### config.mk
export PLATFORM = sky130hd
export DESIGN_NAME = cursor_regs
export DESIGN_NICKNAME = d
export VERILOG_FILES = /design/src/rtl/cursor_regs.sv
export SDC_FILE = /design/constraint.sdc
export NUM_CORES = 1
export LEC_CHECK = 0
export ABC_CLOCK_PERIOD_IN_PS = 5050
export BUFFER_PORTS_ARGS = -buffer_cell sky130_fd_sc_hd__buf_4
export CORE_ASPECT_RATIO = 0.9
export CORE_MARGIN = 2
export CORE_UTILIZATION = 57
export CTS_BUF_LIST = sky130_fd_sc_hd__clkbuf_8
export CTS_CLUSTER_SIZE = 10
export DETAILED_ROUTE_END_ITERATION = 10
export PLACE_DENSITY = 0.88
export RECOVER_POWER = 25
export SLEW_MARGIN = 0
export SYNTH_ARGS = -nofsm -noshare
export SYNTH_HDL_FRONTEND = slang
export SYNTH_SLANG_ARGS = --single-unit
### constraint.sdc
create_clock -name clk -period 5.05 [get_ports clk]
set_input_delay 1.515 -clock clk [delete_from_list [all_inputs] [get_ports clk]]
set_output_delay 1.515 -clock clk [all_outputs]
set_load 0.02 [all_outputs]
### src/rtl/cursor_regs.sv
module cursor_regs #(
  parameter int AW = 3
) (
  input  logic          clk,
  input  logic          rst_n,
  input  logic          wr_en,
  input  logic [AW-1:0] addr,
  input  logic [31:0]   wdata,
  input  logic          cursor_en,
  output logic [31:0]   rdata,
  output logic [22:0]   cur_base,
  output logic          cur_lock,
  output logic [13:0]   cur_x,
  output logic [11:0]   cur_y,
  output logic [5:0]    hot_x,
  output logic [5:0]    hot_y,
  output logic [23:0]   color0,
  output logic [23:0]   color1,
  output logic          shape_upd,
  output logic          pos_valid
);
  localparam logic [31:0] BASE_MASK = 32'h87FF_FFF0;
  localparam logic [31:0] POS_MASK  = 32'h3FFF_0FFF;
  localparam logic [31:0] HOT_MASK  = 32'h003F_003F;
  localparam logic [AW-1:0] A_BASE = AW'(0);
  localparam logic [AW-1:0] A_POS  = AW'(1);
  localparam logic [AW-1:0] A_HOT  = AW'(2);
  localparam logic [AW-1:0] A_CLR0 = AW'(3);
  localparam logic [AW-1:0] A_CLR1 = AW'(4);

  logic [31:0] base_q, pos_q, hot_q;
  logic [23:0] c0_q, c1_q;
  logic        upd_q, pv_q;

  logic sel_base, sel_pos, sel_hot, sel_c0, sel_c1;
  assign sel_base = wr_en && addr == A_BASE;
  assign sel_pos  = wr_en && addr == A_POS;
  assign sel_hot  = wr_en && addr == A_HOT;
  assign sel_c0   = wr_en && addr == A_CLR0;
  assign sel_c1   = wr_en && addr == A_CLR1;

  logic [31:0] base_new;
  logic        base_chg, c0_chg, lock_nxt, upd_nxt;
  assign base_new = wdata & BASE_MASK;
  assign base_chg = sel_base && base_new != base_q;
  assign c0_chg   = sel_c0 && wdata[23:0] != c0_q;

  always_comb begin
    lock_nxt = base_q[31];
    if (base_chg)
      lock_nxt = base_new[31];
    else if (sel_pos || sel_hot)
      lock_nxt = wdata[31];
  end

  assign upd_nxt = !lock_nxt &&
                   (base_chg || c0_chg || sel_c1 ||
                    ((sel_pos || sel_hot) && !wdata[31] && base_q[31]));

  always_ff @(posedge clk) begin
    if (!rst_n) begin
      base_q <= '0;
      pos_q  <= '0;
      hot_q  <= '0;
      c0_q   <= '0;
      c1_q   <= '0;
      upd_q  <= 1'b0;
      pv_q   <= 1'b0;
    end else begin
      if (base_chg) base_q[30:0] <= base_new[30:0];
      base_q[31] <= lock_nxt;
      if (sel_pos) pos_q <= wdata & POS_MASK;
      if (sel_hot) hot_q <= wdata & HOT_MASK;
      if (sel_c0)  c0_q  <= wdata[23:0];
      if (sel_c1)  c1_q  <= wdata[23:0];
      upd_q <= upd_nxt;
      pv_q  <= sel_pos && cursor_en && !wdata[31];
    end
  end

  always_comb begin
    case (addr)
      A_BASE:  rdata = base_q;
      A_POS:   rdata = {base_q[31], pos_q[30:0]};
      A_HOT:   rdata = {base_q[31], hot_q[30:0]};
      A_CLR0:  rdata = {8'h00, c0_q};
      A_CLR1:  rdata = {8'h00, c1_q};
      default: rdata = '0;
    endcase
  end

  assign cur_base  = base_q[26:4];
  assign cur_lock  = base_q[31];
  assign cur_x     = pos_q[29:16];
  assign cur_y     = pos_q[11:0];
  assign hot_x     = hot_q[21:16];
  assign hot_y     = hot_q[5:0];
  assign color0    = c0_q;
  assign color1    = c1_q;
  assign shape_upd = upd_q;
  assign pos_valid = pv_q;

  a_r9_no_strobe_locked: assert property (@(posedge clk) disable iff (!rst_n)
    shape_upd |-> !cur_lock);
  a_r5_release_strobes: assert property (@(posedge clk) disable iff (!rst_n)
    (wr_en && (addr == A_POS || addr == A_HOT) && !wdata[31] && cur_lock)
    |=> (shape_upd && !cur_lock));
  a_r5_set_lock: assert property (@(posedge clk) disable iff (!rst_n)
    (wr_en && (addr == A_POS || addr == A_HOT) && wdata[31])
    |=> (cur_lock && !shape_upd));
  a_r8_clr1_strobe: assert property (@(posedge clk) disable iff (!rst_n)
    (wr_en && addr == A_CLR1 && !cur_lock) |=> shape_upd);
  a_r2_same_base_quiet: assert property (@(posedge clk) disable iff (!rst_n)
    (wr_en && addr == A_BASE && (wdata & BASE_MASK) == {cur_lock, 4'h0, cur_base, 4'h0})
    |=> !shape_upd);
  a_r3_pos_fields: assert property (@(posedge clk) disable iff (!rst_n)
    (wr_en && addr == A_POS) |=> (cur_x == $past(wdata[29:16]) && cur_y == $past(wdata[11:0])));
  a_r10_pos_valid: assert property (@(posedge clk) disable iff (!rst_n)
    (wr_en && addr == A_POS && cursor_en && !wdata[31]) |=> pos_valid);
  a_r7_same_clr0_quiet: assert property (@(posedge clk) disable iff (!rst_n)
    (wr_en && addr == A_CLR0 && wdata[23:0] == color0) |=> !shape_upd);
endmodule

## Word-level counts from Yosys, hierarchy flattened

Cells that the tools add are included.

| cells by class | value |
|---|---|
| reductions and logical operators | 19 |
| equal/unequal tests | 6 |
| muxes and demuxes | 3 |

Operators with widths:

| operator | number |
|---|---|
| 32-bit case mux with 5 select lines | 1 |
| 24-bit != test | 2 |
| 1-bit logical AND | 12 |
| 3-bit by 2-bit == test with 1-bit output (second input constant) | 2 |
| 1-bit logical OR | 4 |
| 3-bit by 1-bit == test with 1-bit output (second input constant) | 1 |
| 3-bit == test (second input constant) | 1 |
| 3-bit logical NOT | 1 |
| 1-bit logical NOT | 2 |
| 1-bit two-way mux | 2 |

| storage, ports and cells | value |
|---|---|
| output and inout bits | 144 |
| word-level logic and storage cells | 36 |
| bits of input ports | 39 |
| register bits | 112 |

## Logic depth before layout (Yosys ltp)

| logic depth | value |
|---|---|
| word-level depth | 7 |
| gate-level depth with buffers | 9 |
| mapped depth without buffers | 6 |

## Worst setup path after synthesis

Ideal clock, no wire load.

| timing | value |
|---|---|
| kind | input to output |
| start point | in addr[1] |
| end point | out rdata[0] |
| required time | 3.535 ns |
| stages on the path | 5 |
| buffers on the path | 3 |
| data arrival time | 2.977 ns |
| path slack | 0.558 ns |
| path through | buf_2 > buf_2 > clkbuf_1 > a22oi_1 > o21ai_0 |

| between the ends | value |
|---|---|
| cells in the longest elaborated chain, start to end | 2 |
| elaborated cells between the ends (all ways) | 6 |
| those cells by class | eq/ne (4); mux (1); reduce/logical (1) |

Ends and longest elaborated chain:

| element | RTL line | text |
|---|---|---|
| start, declared | 7 | `input logic [AW-1:0] addr,` |
| 3-bit == test, or another cell as far along | 82 | `case (addr)` |
| 32-bit case mux with 5 select lines (*) | 82 |  |
| end, declared | 10 | `output logic [31:0] rdata,` |

Mark *: on every way between the ends. The rest lies on a longest branch, timed or not.

## Final worst setup path

| timing | value |
|---|---|
| start point | in addr[0] |
| end point | out rdata[6] |

The elaborated chain is that of the path after synthesis.

==> qor.txt <==
max_slew headroom - 16.31%
crit-path leading delay family - simple AND/OR/NAND/NOR gates
Layout Nets - 859
arrival time of the worst setup path - 3210 ps
Max Buffers Root-to-Sink - 2
max capacitance violation total - 0
most frequent cells in the layout - sky130_fd_sc_hd__nand2_1, sky130_fd_sc_hd__buf_4, sky130_fd_sc_hd__dfxtp_1
CTS tree - yes
power density relative to cell area - 247.6 nW/um^2
cells along the critical path - buf_4 > nor3_2 > a22oi_1 > nand2_1 > buf_4
DRC - 0
total via count in the routed design - 5,548
number of global-route vias before repair - 5,234
vias per inst - 5.840
synthesized area - 5652 sq um
antenna diode count - 0
root buf cell - sky130_fd_sc_hd__clkbuf_8
hold-fix buffers at CTS - 0
clock network latency to the later pin of the worst-skew pair - 370 ps
average wire per cell in the routed design - 19.00 um
Warnings, synthesis - 0
LEAKAGE - 2.800 nW
setup repair bufs after CTS - 0
worst min path class - register to register
most common cell after layout, fill and taps aside - sky130_fd_sc_hd__nand2_1
IO Pins - 183
standard cell with the maximum stage delay on the critical path - sky130_fd_sc_hd__nor3_2
remaining global-route overflow - 0
FILL cells - 787
placement row count - 34
register clock-pin slew on the reported worst setup and hold paths - 100 ps
crit path time final - 4722 ps
total wirelength of the detailed-routed design - 18,050 um
nets in the synthesized netlist - 720
Avg Inst Size Synth - 8.299 sq um
maximum fanout count along the critical path - 23
routability-driven placement congestion ratio - 0.8849
critical setup path kind - input port to output pin
highest ir drop seen on vdd - 0.1427 mV
residual antenna-violating net count after detailed routing - 0
initial core utilization - 58.53%
post-route clock period utilization - 93.51%
Buffers on Ports - 180
instance count after placement with tap cells included - 935
Setup violations, final - 0
# clock sinks - 112
Detailed Route Iter0 Violations - 475
slew at the pin with the worst max-slew slack - 1249 ps
number of antenna violations at the first check in global routing - 0
number of synthesized register bits - 112
status - complete, no violations
Core Area - 9657 sq um
sequential element share of the synthesized area - 39.67%
number of standard cells in the layout, taps in and fillers out - 950
detailed-placement wirelength estimate - 12,490 um
category of the worst setup path launch point - input port
number of max-slew violations in the final report - 0
fraction of final layout cells with drive strength greater than 1 - 18.93%
number of instances in the synthesized netlist - 681
number of gates resized after CTS - 0
largest net degree at the start of global routing - 114
maximum clock frequency - 211.8 MHz
die boundary height - 98.47 um
final worst clock skew - 15.07 ps
most frequent cell on the critical path - sky130_fd_sc_hd__buf_4
final std cell area, no fill - 6905 sq um
GRT Overall Usage - 33.45%
first-pass GRT wire length - 27,820 um
final hold viol count - 0
Power, Total - 1.710 mW
type of element capturing the critical path - output pin
Clock H-tree levels - 3
number of buffers and inverters on the critical path - 2
cell area after placement - 6945 sq um
RSZ-0062 raised after global routing - no
count of different cell masters after synthesis - 40
layout overhead on the synthesized area - 22.18%
Required @ worst endpoint - 3540 ps
number of buffers created by CTS - 9
critical path's largest stage delay - 970 ps
horizontal die dimension - 109.0 um
die area - 10,730 sq um
Setup TNS Final - 0 ps
first-pass iteration count of the detailed router - 5
cells in the mapped netlist, drive strengths merged:
master | n | share of area [%]
a21boi | 86 | 11
a21oi | 10 | 0.89
a22o | 3 | 0.46
a22oi | 24 | 3.2
and2 | 5 | 0.55
and3 | 2 | 0.22
buf | 21 | 2.7
clkbuf | 44 | 2.9
conb | 1 | 0.066
dfxtp | 112 | 40
inv | 1 | 0.066
mux2 | 4 | 0.80
mux2i | 40 | 7.1
nand2 | 194 | 13
nand2b | 2 | 0.22
nand3 | 2 | 0.27
nand4 | 7 | 0.77
nor2 | 12 | 0.84
nor2b | 29 | 3.2
nor3 | 2 | 0.18
nor3b | 1 | 0.13
nor4 | 7 | 1.1
nor4b | 1 | 0.15
o2111ai | 1 | 0.15
o211ai | 2 | 0.51
o21a | 1 | 0.13
o21ai | 9 | 0.80
o22ai | 8 | 0.89
or2 | 1 | 0.11
xnor2 | 25 | 3.9
xor2 | 24 | 3.7
per-layer routing:
layer / vias to the layer above / GRT usage, % / share of wire (%)
li1: 2536 / - / -
met3: 47 / 7.474 / 11
met1: 2625 / 44.73 / 40
met2: 340 / 53.08 / 46
met5: - / 0 / 0
met4: 0 / 12.03 / 2.8
registers in the layout, indices dropped and copies added (netlist names):
signal     flops
pos_valid      1
color1        24
pos_q         26
hot_q         12
shape_upd      1
color0        24
base_q        24
kinds of logic (layout without fill, tap and decap cells):
family	count (synthesis)	count (layout)	synth area share (%)
flip-flops	112	112	39.67
multiplexers	44	44	7.881
buffers and inverters	66	209	5.689
XOR/XNOR	49	49	7.594
AO/OA/AOI/OAI	144	144	18.44
other	1	1	0.06635
AND/OR/NAND/NOR	265	265	20.66
worst paths after layout:
kind / startpoint / endpoint / slack (ps) / depth (start not counted)
setup / recovery: addr[0] / rdata[6] / 330 / 5
hold / removal: pos_q[8] / pos_q[8] / 480 / 2
setup reg to reg: base_q[17] / base_q[18] / 2630 / 7
hold reg to reg: pos_q[8] / pos_q[8] / 480 / 2
worst register-to-register path: stages, from the launching register on:
cell	delay, ps
sky130_fd_sc_hd__dfxtp_1	350
sky130_fd_sc_hd__xor2_1	170
sky130_fd_sc_hd__nor4_2	390
sky130_fd_sc_hd__nand4_1	210
sky130_fd_sc_hd__o211ai_4	440
sky130_fd_sc_hd__buf_4	410
sky130_fd_sc_hd__mux2i_1	270
sky130_fd_sc_hd__nor2b_1	70
through the flow:
stage	hold WS [ps]	utilization, %	worst slack, ps
3_5_place_dp	463.8	71.92	433.1
5_1_grt	500.5	71.51	300.1
4_1_cts	478.2	73.96	433.6
3_3_place_gp	458.1	71.92	483.3
6_report	477.9	71.51	327.7
2_1_floorplan	542.2	-	557.9
cell type report:
cell class / count / area (sq um) / area share (%)
timing repair buffer: 193 / 1212 / 17.56
clock buffer: 10 / 137.6 / 1.993
tap: 126 / 157.7 / 2.283
sequential: 112 / 2242 / 32.47
multi-input combinational: 503 / 3093 / 44.79
clock inverter: 5 / 58.81 / 0.8516
inverter: 1 / 3.754 / 0.05436
report_power, final:
part	switching, mW	internal, mW	total (mW)
Clock	0.299	0.241	0.540
Sequential	0.0200	0.902	0.922
Combinational	0.152	0.0956	0.248
No activity file was read; power rests on OpenSTA's default activity.
